$ cat config.mk
export PLATFORM = sky130hd
export DESIGN_NAME = fsr_err_counter
export DESIGN_NICKNAME = d
export VERILOG_FILES = /design/src/rtl/fsr_pkg.sv /design/src/rtl/fsr_err_counter.sv
export SDC_FILE = /design/constraint.sdc
export NUM_CORES = 1
export LEC_CHECK = 0
export BUFFER_PORTS_ARGS = -buffer_cell sky130_fd_sc_hd__buf_2
export CAP_MARGIN = 10
export CORE_UTILIZATION = 58
export DETAILED_ROUTE_END_ITERATION = 7
export GPL_TIMING_DRIVEN = 1
export PLACE_DENSITY = 0.9
export SYNTH_ARGS = -nofsm -noshare
export SYNTH_HDL_FRONTEND = slang
export SYNTH_SLANG_ARGS = --single-unit
$ cat constraint.sdc
create_clock -name clk -period 5.75 [get_ports clk]
set_input_delay 1.15 -clock clk [delete_from_list [all_inputs] [get_ports clk]]
set_output_delay 1.15 -clock clk [all_outputs]
set_load 0.005 [all_outputs]
$ cat src/rtl/fsr_pkg.sv
package fsr_pkg;

    // Source of the bit captured into the first forward cell.
    typedef enum logic [1:0] {
        PAT_ZERO = 2'b00,
        PAT_ONE  = 2'b01,
        PAT_PRBS = 2'b10,
        PAT_EXT  = 2'b11
    } pat_sel_e;

    localparam int SEL_W = 2;

endpackage

$ cat src/rtl/fsr_err_counter.sv
module fsr_err_counter
    import fsr_pkg::*;
#(
    parameter int CNT_W    = 16,
    parameter int NFLAG    = 4,
    parameter int FILL_LEN = 10
) (
    input  logic             clk,
    input  logic             rst,
    input  logic [SEL_W-1:0] pat_sel,
    input  logic             cnt_clr,
    input  logic [NFLAG-1:0] flags,
    output logic [CNT_W-1:0] err_count
);

    localparam int              FILL_W   = $clog2(FILL_LEN + 1);
    localparam logic [FILL_W-1:0] FILL_MAX = FILL_W'(FILL_LEN);
    localparam int              POP_W    = $clog2(NFLAG + 1);
    localparam logic [CNT_W-1:0] CNT_MAX = '1;

    typedef struct packed {
        logic [SEL_W-1:0]  sel;
        logic [FILL_W-1:0] fill;
        logic [CNT_W-1:0]  cnt;
    } cnt_state_t;

    cnt_state_t       st_d, st_q;
    logic [POP_W-1:0] pop;
    logic [CNT_W:0]   sum;
    logic             armed;

    always_comb begin
        st_d     = st_q;
        st_d.sel = pat_sel;

        // Fill progress restarts when the stream source changes.
        if (pat_sel != st_q.sel) begin
            st_d.fill = FILL_W'(1);
        end else if (st_q.fill != FILL_MAX) begin
            st_d.fill = st_q.fill + FILL_W'(1);
        end
        armed = (st_q.fill == FILL_MAX);

        pop = '0;
        for (int k = 0; k < NFLAG; k++) begin
            pop = pop + POP_W'(flags[k]);
        end
        sum = {1'b0, st_q.cnt} + (CNT_W+1)'(pop);

        if (cnt_clr) begin
            st_d.cnt = '0;
        end else if (armed) begin
            st_d.cnt = sum[CNT_W] ? CNT_MAX : sum[CNT_W-1:0];
        end
    end

    always_ff @(posedge clk) begin
        if (rst) begin
            st_q <= '0;
        end else begin
            st_q <= st_d;
        end
    end

    assign err_count = st_q.cnt;

endmodule

==> run_results.csv, run 1 <==
group,metric,value,unit
worst_hold_path,hold_class,"reg -> reg",
pwr,peakVddDrop,0.1829,mV
detailed_routing,first_iter_violations,8,
floorplanning,ioPinCount,25,
floorplanning,die_h,48.86,microns
clocking,cts-htree-levels,1,
layout,fin_area,1284,sq um
clocking,cts_tree,"built",
detailed_routing,remaining_drc_errors,0,
pwr,p_switching,57.15,uW
floorplanning,start_util,63.00,%
worst_setup_path,worstPathMaxFanout,6,
synth,yosysWarnings,0,
worst_setup_path,worst_path_max_delay_cell,"fa_1",
clocking,clock_path_buffers,2,
sta,clock-skew-final,0.008109,ns
place,dp_hpwl,1711,microns
layout,multi_input_area,644.4,sq um
detailed_routing,dr.pass1.iters,4,
synth,synth_fp_nets,149,
pwr,seq_power_share,63.5,%
sta,slew_headroom,76.02,%
synth,yosys-top-cells-area,"dfxtp_1, buf_4, xnor2_1, a21oi_1, xor2_1",
worst_hold_path,hold_depth,1,
pwr,p_leak,0.5225,nW
pwr,power_density,190.4,nW/um^2
sta,timing.final.crit_period,3.311,ns
detailed_routing,routedWlPerCell,13.26,microns
clocking,cts_resized,0,
sta,tightestPinTransition,0.3506,ns
place,place_area,1261,sq um
pwr,clkPwrFrac,28.5,%
layout,seq_area,440.4,sq um
synth,synthCells,134,
worst_setup_path,crit_top_cell,"fa_1",
flow_run,cap_viol_max_count,0,
detailed_routing,routed-via-count,923,
run_status,status,"complete, no violations",
clocking,postCtsSetupBuffers,0,
place,portBuffers,24,
worst_setup_path,required,5.98,ns
pwr,p_comb_share,8.0,%
place,dpl_worst_slack,2.095,ns
layout,area_growth,0.7857,%
synth,seq_area_frac_synth,34.58,%
worst_setup_path,r2r_cells,9,
sta,fmax,0.3021,GHz
sta,rsz0062_at_grt,"no",
global_route,grt_pass1_wl,4098,microns
sta,post-route-period-util,57.58,%
detailed_routing,drt-total-wl,2228,microns
worst_setup_path,worstSetupPathType,"in -> reg",
worst_setup_path,cp-end-kind,"flip-flop",
layout,nets,158,
pwr,swShare,23.38,%
worst_setup_path,slowest_delay,0.53,ns
clocking,clock_latency,0.31,ns
sta,maxSlewViolCount,0,
clocking,cts_inserted_buffers,3,
layout,antenna_cells,0,
clocking,cts_hold_buf,0,
synth,synth_area,1274,sq um
worst_setup_path,worstSetupStartpointType,"input pin",
layout,drive_gt1_share,26.24,%
detailed_routing,drt-vias-per-instance,5.494,
global_route,grt_pass1_vias,929,
global_route,overflow,0,
global_route,antenna_found_initial,0,
pwr,cellInternalPower,187.3,uW
global_route,gr-usage-all-layers,22.24,%
clocking,root_buffer,"clkbuf_4",
floorplanning,fp.dieW,48.86,microns
detailed_routing,ant_nets,0,
sta,fin_ws,2.439,ns
clocking,cts.clk_slew.worst_paths,0.12,ns
floorplanning,row_count,16,
place,routabilityCongestion,0.8374,
synth,yosysUniqueCellTypes,34,
worst_setup_path,critical_path_arrival,3.54,ns
clocking,cts_sinks,22,
global_route,grt_max_degree,14,
pwr,p_total,244.5,uW
worst_setup_path,path_cells,"buf_2 > fa_1 > inv_1 > fa_1 > inv_1 > fa_1 > and4b_1 > nand2_4 > nor3_2 > a31oi_1 > a211oi_1",
synth,yosysTopAreaCellShare,34.58,%
floorplanning,fp.coreArea,2022,sq um
floorplanning,dieArea,2387,sq um
synth,yosysTopAreaCell,"dfxtp_1",
layout,fillers,182,
synth,ys_seq_elements,22,
sta,finalHoldViolations,0,
sta,final.setup.tns,0,ns
synth,syn_area_per_cell,9.505,sq um
sta,setup_violations,0,
[registers in the layout (all words and copies together) (netlist names)]
signal,count
st_q,6
err_count,16
[per-stage QoR]
stage / std cells / hold WS (ns) / util (%)
2_1_floorplan: 134 / 0.4853 / -
3_3_place_gp: 165 / 0.5217 / 62.38
3_5_place_dp: 165 / 0.5367 / 62.38
4_1_cts: 168 / 0.5616 / 63.49
5_1_grt: 168 / 0.5892 / 63.49
6_report: 168 / 0.5572 / 63.49
[power by group through the flow]
stage | Combinational (mW) | Sequential [mW] | Clock, mW
floorplan | 0.0129 | 0.158 | 0
global placement | 0.0184 | 0.159 | 0
detailed placement | 0.0195 | 0.159 | 0
CTS | 0.0198 | 0.155 | 0.0695
global route | 0.0224 | 0.156 | 0.0767
finish | 0.0196 | 0.155 | 0.0697
[cells in the mapped netlist (all sizes together)]
| library cell | instances |
|---|---|
| xor2 | 7 |
| nand4 | 2 |
| nand3 | 8 |
| xnor2 | 9 |
| a2111oi | 1 |
| o21ai | 3 |
| and4b | 1 |
| ha | 3 |
| o21a | 2 |
| a211oi | 1 |
| nor2b | 2 |
| nand3b | 1 |
| nor4 | 1 |
| and2b | 1 |
| or2 | 1 |
| and3b | 1 |
| a31oi | 5 |
| dfxtp | 22 |
| o2111ai | 1 |
| nor2 | 4 |
| inv | 6 |
| dlymetal6s4s | 1 |
| buf | 19 |
| nand2 | 7 |
| fa | 3 |
| and3 | 2 |
| nor3 | 6 |
| and4 | 1 |
| a21oi | 13 |
[final timing paths]
path	start	endpoint	slack, ns
max	flags[0]	err_count[14]$_SDFFE_PP0N_	2.44
min	err_count[2]$_SDFFE_PP0N_	err_count[2]$_SDFFE_PP0N_	0.56
max reg2reg	err_count[0]$_SDFFE_PP0N_	err_count[14]$_SDFFE_PP0N_	3.53
min reg2reg	err_count[2]$_SDFFE_PP0N_	err_count[2]$_SDFFE_PP0N_	0.56
[logic make-up (layout without fill, tap and decap cells)]
logic type                 count (synthesis)  after routing  share of synthesized area, %
AOI/OAI and AO/OA                         26             26                         13.26
buffers and inverters                     26             33                         14.83
DFF                                       22             22                         34.58
and+or+nand+nor                           38             38                         18.67
adders and majority gates                  6              6                         7.663
xor gates and xnor gates                  16             16                         11.00
[final cells by class]
type / count / share of cell area [%]
Clock buffer: 3 / 1.754
Inverter: 6 / 1.754
Multi-Input combinational cell: 86 / 50.19
Sequential cell: 22 / 34.31
Tap cell: 27 / 2.632
Timing Repair Buffer: 24 / 9.357
[critical path, delay by kind of cell]
kind | cells | cell delay [ns]
adder cells (fa/ha/maj) | 3 | 1.10
AO/OA/AOI/OAI | 2 | 0.35
AND/OR/NAND/NOR | 3 | 0.69
buffers and inverters | 3 | 0.24
[routing by layer]
metal / track usage [%] / vias to the layer above / share of wire, %
met5: 0 / - / 0
met4: 9.314 / 0 / 0.54
met3: 5.296 / 2 / 4.6
met2: 37.96 / 23 / 49
met1: 26.56 / 437 / 46
li1: - / 461 / -
[cell usage in the layout (no fill, tap or decap)]
| cell | instances |
|---|---|
| buf_2 | 24 |
| dfxtp_1 | 22 |
| a21oi_1 | 13 |
| xnor2_1 | 9 |
| nand3_1 | 8 |
| xor2_1 | 7 |
| inv_1 | 6 |
| nand2_1 | 5 |
| a31oi_1 | 5 |
| nor3_2 | 4 |
| nor2_1 | 4 |
| o21ai_0 | 3 |
| fa_1 | 3 |
| ha_1 | 3 |
| clkbuf_4 | 3 |
| nor2b_1 | 2 |
| o21a_1 | 2 |
| nor3_1 | 2 |
| nand4_1 | 2 |
| and3b_1 | 1 |
| and4_4 | 1 |
| and3_1 | 1 |
| nor4_1 | 1 |
| nand3b_1 | 1 |
| a2111oi_0 | 1 |
| and4b_1 | 1 |
| nand2_4 | 1 |
| or2_2 | 1 |
| a211oi_1 | 1 |
| and2b_1 | 1 |
| and3_2 | 1 |
| o2111ai_4 | 1 |
| nand2_2 | 1 |
Note: power is estimated with default switching activity, not from simulation.
==> run 2: changes to the inputs <==
--- a/config.mk
+++ b/config.mk
@@ -7,10 +7,10 @@
 export LEC_CHECK = 0
 export BUFFER_PORTS_ARGS = -buffer_cell sky130_fd_sc_hd__buf_2
 export CAP_MARGIN = 10
-export CORE_UTILIZATION = 58
+export CORE_UTILIZATION = 48
 export DETAILED_ROUTE_END_ITERATION = 7
 export GPL_TIMING_DRIVEN = 1
-export PLACE_DENSITY = 0.9
+export PLACE_DENSITY = 0.81
 export SYNTH_ARGS = -nofsm -noshare
 export SYNTH_HDL_FRONTEND = slang
 export SYNTH_SLANG_ARGS = --single-unit
==> constraint.sdc (replaced) <==
create_clock -name clk -period 2.9 [get_ports clk]
set_input_delay 0.58 -clock clk [delete_from_list [all_inputs] [get_ports clk]]
set_output_delay 0.58 -clock clk [all_outputs]
set_load 0.005 [all_outputs]
==> run 2 against run 1 <==
Against the previous run: utilization decreased by 12 points; die area rose by 20%; combinational power grew 99%; via count down 0.65%; critical path depth unchanged; register-to-register slack worse by 2.8 ns; flip-flop and latch count did not move; sequential share of layout area fell by 0.30 points; critical path type unchanged; setup slack got worse by 2.2 ns; non-clock buffer count grew 1; global-route usage fell by 4.7 points; clock power rose by 95%.
==> run_results.csv, run 2 (synthesis gave the netlist of run 1 again) <==
group,metric,value,unit
place,place_area,1272,sq um
layout,post-route-util,51.80,%
sta,fmax,0.3763,GHz
layout,area_growth,1.670,%
worst_hold_path,hp-start,"pat_sel[0]",
place,dp_cells,169,
worst_setup_path,timing.rr.end,"err_count[14]$_SDFFE_PP0N_",
worst_setup_path,worstSetupPathType,"in -> reg",
global_route,grt_max_degree,14,
layout,largest_reg_flops,16,
worst_setup_path,critical_path_arrival,2.89,ns
clocking,postCtsSetupBuffers,0,
detailed_routing,routedWlPerCell,12.68,microns
floorplanning,fp.coreArea,2500,sq um
pwr,power_density,372.9,nW/um^2
sta,rsz0062_at_grt,"no",
global_route,antenna_found_initial,0,
sta,finalHoldViolations,0,
place,dpl_worst_slack,-0.06088,ns
layout,antenna_cells,0,
global_route,overflow,0,
clocking,cts_inserted_buffers,3,
layout,stdcell_count,172,
place,routabilityCongestion,0.8075,
clocking,cts-htree-levels,1,
layout,final_cell_mix,"buf_2, dfxtp_1, a21oi_1",
run_status,status,"complete, no violations",
detailed_routing,drt-vias-per-instance,5.331,
floorplanning,die_h,53.51,microns
sta,post-route-period-util,91.65,%
sta,fin_hold_ws,0.5111,ns
detailed_routing,ant_nets,0,
worst_setup_path,r2r_cells,9,
clocking,cts_resized,0,
place,dp_hpwl,1699,microns
place,portBuffers,24,
clocking,cts_sinks,22,
layout,fin_area,1295,sq um
worst_setup_path,required,3.13,ns
clocking,clock_path_buffers,2,
worst_setup_path,setup.worst_path.start,"flags[0]",
detailed_routing,drt-total-wl,2181,microns
sta,slew_headroom,73.28,%
pwr,p_leak,0.5280,nW
global_route,gr-usage-all-layers,17.49,%
sta,fin_ws,0.2422,ns
global_route,grt_pass1_wl,3532,microns
clocking,cts_tree,"built",
sta,clock-skew-final,0.002620,ns
clocking,cts.clk_slew.worst_paths,0.11,ns
floorplanning,fp.dieW,53.51,microns
worst_setup_path,worstPathMaxFanout,4,
global_route,grt_pass1_vias,835,
detailed_routing,dr.pass1.iters,4,
floorplanning,ioPinCount,25,
layout,final_common_cell,"buf_2",
worst_setup_path,cp-end-kind,"flip-flop",
detailed_routing,remaining_drc_errors,0,
pwr,peakVddDrop,0.2603,mV
flow_run,cap_viol_max_count,0,
sta,final.setup.tns,0,ns
sta,setup_violations,0,
worst_setup_path,worstReg2RegStart,"err_count[0]$_SDFFE_PP0N_",
worst_hold_path,hold_depth,2,
worst_setup_path,endpoint,"err_count[14]$_SDFFE_PP0N_",
sta,timing.final.crit_period,2.658,ns
worst_hold_path,hold_class,"in -> reg",
detailed_routing,routed-via-count,917,
clocking,cts_hold_buf,0,
floorplanning,row_count,18,
worst_setup_path,reg2reg_slack,0.75,ns
floorplanning,dieArea,2863,sq um
layout,nets,159,
worst_setup_path,worstSetupStartpointType,"input pin",
sta,tightestPinTransition,0.3907,ns
detailed_routing,first_iter_violations,11,
clocking,root_buffer,"clkbuf_4",
floorplanning,start_util,50.95,%
clocking,clock_latency,0.30,ns
sta,maxSlewViolCount,0,
pwr,p_total,482.9,uW
layout,drive_gt1_share,26.76,%
[run 2: cell types whose count changed in the layout (fill, tap and decap cells not counted)]
cell,delta
buf_4,+1
[run 2: worst min-delay path by stage]
stage	endpoint	slack, ns
floorplan	err_count[2]$_SDFFE_PP0N_	0.49
detailed placement	err_count[2]$_SDFFE_PP0N_	0.54
global route	st_q[16]$_SDFFE_PP0P_	0.53
global placement	err_count[2]$_SDFFE_PP0N_	0.52
CTS	st_q[20]$_SDFF_PP0_	0.51
finish	st_q[20]$_SDFF_PP0_	0.51
[run 2: worst max-delay path: stages]
cell,delay (ns)
buf_2,0.11
fa_1,0.53
inv_1,0.05
fa_1,0.37
inv_1,0.08
fa_1,0.20
and4b_1,0.28
nand2_4,0.08
nor3_2,0.26
a31oi_1,0.14
a211oi_1,0.21
[run 2: cell type report]
type,count,area (sq um)
fillers,235,1205
multi-input cells,86,644.4
flip-flops and latches,22,440.4
repair buffers,25,127.6
well taps,30,37.54
clock buffers,3,22.52
inverters,6,22.52
[run 2: power breakdown]
group / total, mW / switching, mW / internal (mW)
clock: 0.136 / 0.0876 / 0.0485
combinational: 0.0391 / 0.0217 / 0.0174
sequential: 0.308 / 0.00224 / 0.305
total: 0.483 / 0.112 / 0.371
[run 2: per-layer routing]
layer | vias to the layer above | global-route usage [%] | wire [microns]
met5 | - | 0 | 0
met4 | 0 | 10.96 | 55
met3 | 4 | 2.586 | 67
met2 | 15 | 28.96 | 1037
met1 | 434 | 20.97 | 1021
li1 | 464 | - | -
==> run 3: changes to the inputs <==
--- a/config.mk
+++ b/config.mk
@@ -7,6 +7,7 @@
 export LEC_CHECK = 0
 export BUFFER_PORTS_ARGS = -buffer_cell sky130_fd_sc_hd__buf_2
 export CAP_MARGIN = 10
+export CORE_MARGIN = 10
 export CORE_UTILIZATION = 48
 export DETAILED_ROUTE_END_ITERATION = 7
 export GPL_TIMING_DRIVEN = 1
==> run 3 against run 2 <==
Against the previous run: combinational power fell by 3%; wire length up 7.7%; power increased by 6.6%; critical path depth unchanged; clock-buffer cell count grew 1; utilization up 0.55 points; largest cell class unchanged; highest routed layer unchanged.
==> run_results.csv, run 3 (synthesis gave the netlist of run 1 again) <==
group,metric,value,unit
pwr,p_comb_share,7.4,%
worst_setup_path,path_cells,"buf_2 > fa_1 > inv_1 > fa_1 > inv_1 > fa_1 > and4b_1 > nand2_4 > nor3_2 > a31oi_1 > a211oi_1",
global_route,antenna_found_initial,0,
sta,maxSlewViolCount,0,
floorplanning,die_h,71.51,microns
layout,stdcell_count,173,
sta,clock-skew-final,0.006560,ns
place,place_area,1272,sq um
floorplanning,row_count,18,
layout,final_common_cell,"buf_2",
worst_setup_path,cp_num_buf_inv,3,
pwr,peakVddDrop,0.3041,mV
sta,timing.final.crit_period,2.591,ns
pwr,seq_power_share,59.8,%
pwr,p_switching,114.9,uW
layout,area_growth,2.751,%
worst_setup_path,worstSetupPathType,"in -> reg",
pwr,swShare,22.34,%
clocking,cts_inserted_buffers,3,
clocking,cts_tree,"built",
sta,fin_hold_ws,0.5026,ns
floorplanning,fp.coreArea,2500,sq um
clocking,cts.clk_slew.worst_paths,0.12,ns
sta,setup_violations,0,
detailed_routing,dr.pass1.iters,4,
clocking,postCtsSetupBuffers,0,
layout,multi_input_area,644.4,sq um
detailed_routing,routed-via-count,930,
place,dp_hpwl,1880,microns
layout,seq_area,440.4,sq um
layout,antenna_cells,0,
detailed_routing,routedWlPerCell,13.58,microns
global_route,grt_max_degree,14,
global_route,grt_pass1_wl,4084,microns
clocking,cts_resized,0,
worst_hold_path,hold_class,"in -> reg",
place,dp_cells,169,
pwr,power_density,393.1,nW/um^2
layout,fillers,224,
worst_setup_path,slowest_delay,0.53,ns
detailed_routing,ant_nets,0,
clocking,clock_path_buffers,2,
detailed_routing,first_iter_violations,39,
worst_setup_path,worstSetupStartpointType,"input pin",
worst_setup_path,worst_path_max_delay_cell,"fa_1",
global_route,gr-usage-all-layers,9.501,%
layout,final_cell_mix,"buf_2, dfxtp_1, a21oi_1",
sta,slew_headroom,77.31,%
clocking,cts-htree-levels,1,
floorplanning,start_util,50.95,%
sta,post-route-period-util,89.36,%
worst_setup_path,crit_top_cell,"fa_1",
flow_run,cap_viol_max_count,0,
clocking,root_buffer,"clkbuf_4",
pwr,clkPwrFrac,32.8,%
clocking,cts_sinks,22,
global_route,overflow,0,
place,routabilityCongestion,0.7813,
worst_setup_path,crit_family,"adder cells",
layout,largest_reg_flops,16,
detailed_routing,remaining_drc_errors,0,
place,portBuffers,24,
floorplanning,dieArea,5114,sq um
pwr,cellInternalPower,399.6,uW
detailed_routing,drt-vias-per-instance,5.376,
clocking,clock_latency,0.31,ns
layout,drive_gt1_share,27.27,%
sta,fmax,0.3859,GHz
detailed_routing,drt-total-wl,2350,microns
run_status,status,"complete, no violations",
global_route,grt_pass1_vias,937,
pwr,p_leak,0.5352,nW
worst_setup_path,cp-end-kind,"flip-flop",
pwr,p_total,514.5,uW
sta,tightestPinTransition,0.3318,ns
floorplanning,fp.dieW,71.51,microns
sta,rsz0062_at_grt,"no",
sta,fin_ws,0.3087,ns
worst_setup_path,worstPathMaxFanout,4,
layout,fin_area,1309,sq um
floorplanning,ioPinCount,25,
worst_setup_path,critical_path_arrival,2.83,ns
place,dpl_worst_slack,-0.03873,ns
worst_setup_path,required,3.14,ns
sta,finalHoldViolations,0,
clocking,cts_hold_buf,0,
layout,nets,159,
run 3: cell types whose count changed in the layout (fill, tap and decap cells not counted), sizes merged:
| cell | change |
|---|---|
| clkbuf | +1 |
run 3: metal layers:
metal | GRT usage (%) | routed length [microns] | vias up
met4 | 4.301 | 56 | 0
met3 | 3.030 | 166 | 6
met5 | 0 | 0 | -
li1 | - | - | 465
met2 | 15.98 | 1150 | 29
met1 | 10.65 | 976 | 430
run 3: per-stage QoR:
| stage | util (%) | setup TNS, ns |
|---|---|---|
| 2_1_floorplan | - | 0 |
| 3_3_place_gp | 50.90 | 0 |
| 3_5_place_dp | 50.90 | -0.03873 |
| 4_1_cts | 52.35 | 0 |
| 5_1_grt | 52.35 | 0 |
| 6_report | 52.35 | 0 |
run 3: worst register-to-register path, delay by kind of cell, from the launching register on:
family                   cells  cell delay, ns
flip-flops                   1            0.37
AND/OR/NAND/NOR              3            0.56
adder cells (fa/ha/maj)      2            0.60
buffers and inverters        2            0.15
AO/OA/AOI/OAI                2            0.35
run 3: layout make-up:
| class | instances | area share (%) |
|---|---|---|
| tap | 30 | 2.868 |
| timing repair buffer | 25 | 9.751 |
| sequential | 22 | 33.65 |
| inverter | 6 | 1.721 |
| multi-input combinational | 86 | 49.24 |
| clock buffer | 4 | 2.772 |
run 3: path summary, 6_finish.rpt:
kind | to | cells after the start | from | slack, ns
max | err_count[14]$_SDFFE_PP0N_ | 11 | flags[0] | 0.31
min | st_q[16]$_SDFFE_PP0P_ | 2 | rst | 0.50
max reg2reg | err_count[14]$_SDFFE_PP0N_ | 9 | err_count[0]$_SDFFE_PP0N_ | 0.80
min reg2reg | err_count[2]$_SDFFE_PP0N_ | 1 | err_count[2]$_SDFFE_PP0N_ | 0.56
run 3: power groups by stage:
stage / logic [mW] / clock network [mW] / registers [mW]
2_1_floorplan: 0.0256 / 0 / 0.314
3_3_place_gp: 0.0366 / 0 / 0.314
3_5_place_dp: 0.0383 / 0 / 0.315
4_1_cts: 0.0391 / 0.177 / 0.308
5_1_grt: 0.0446 / 0.187 / 0.308
6_report: 0.0381 / 0.169 / 0.308
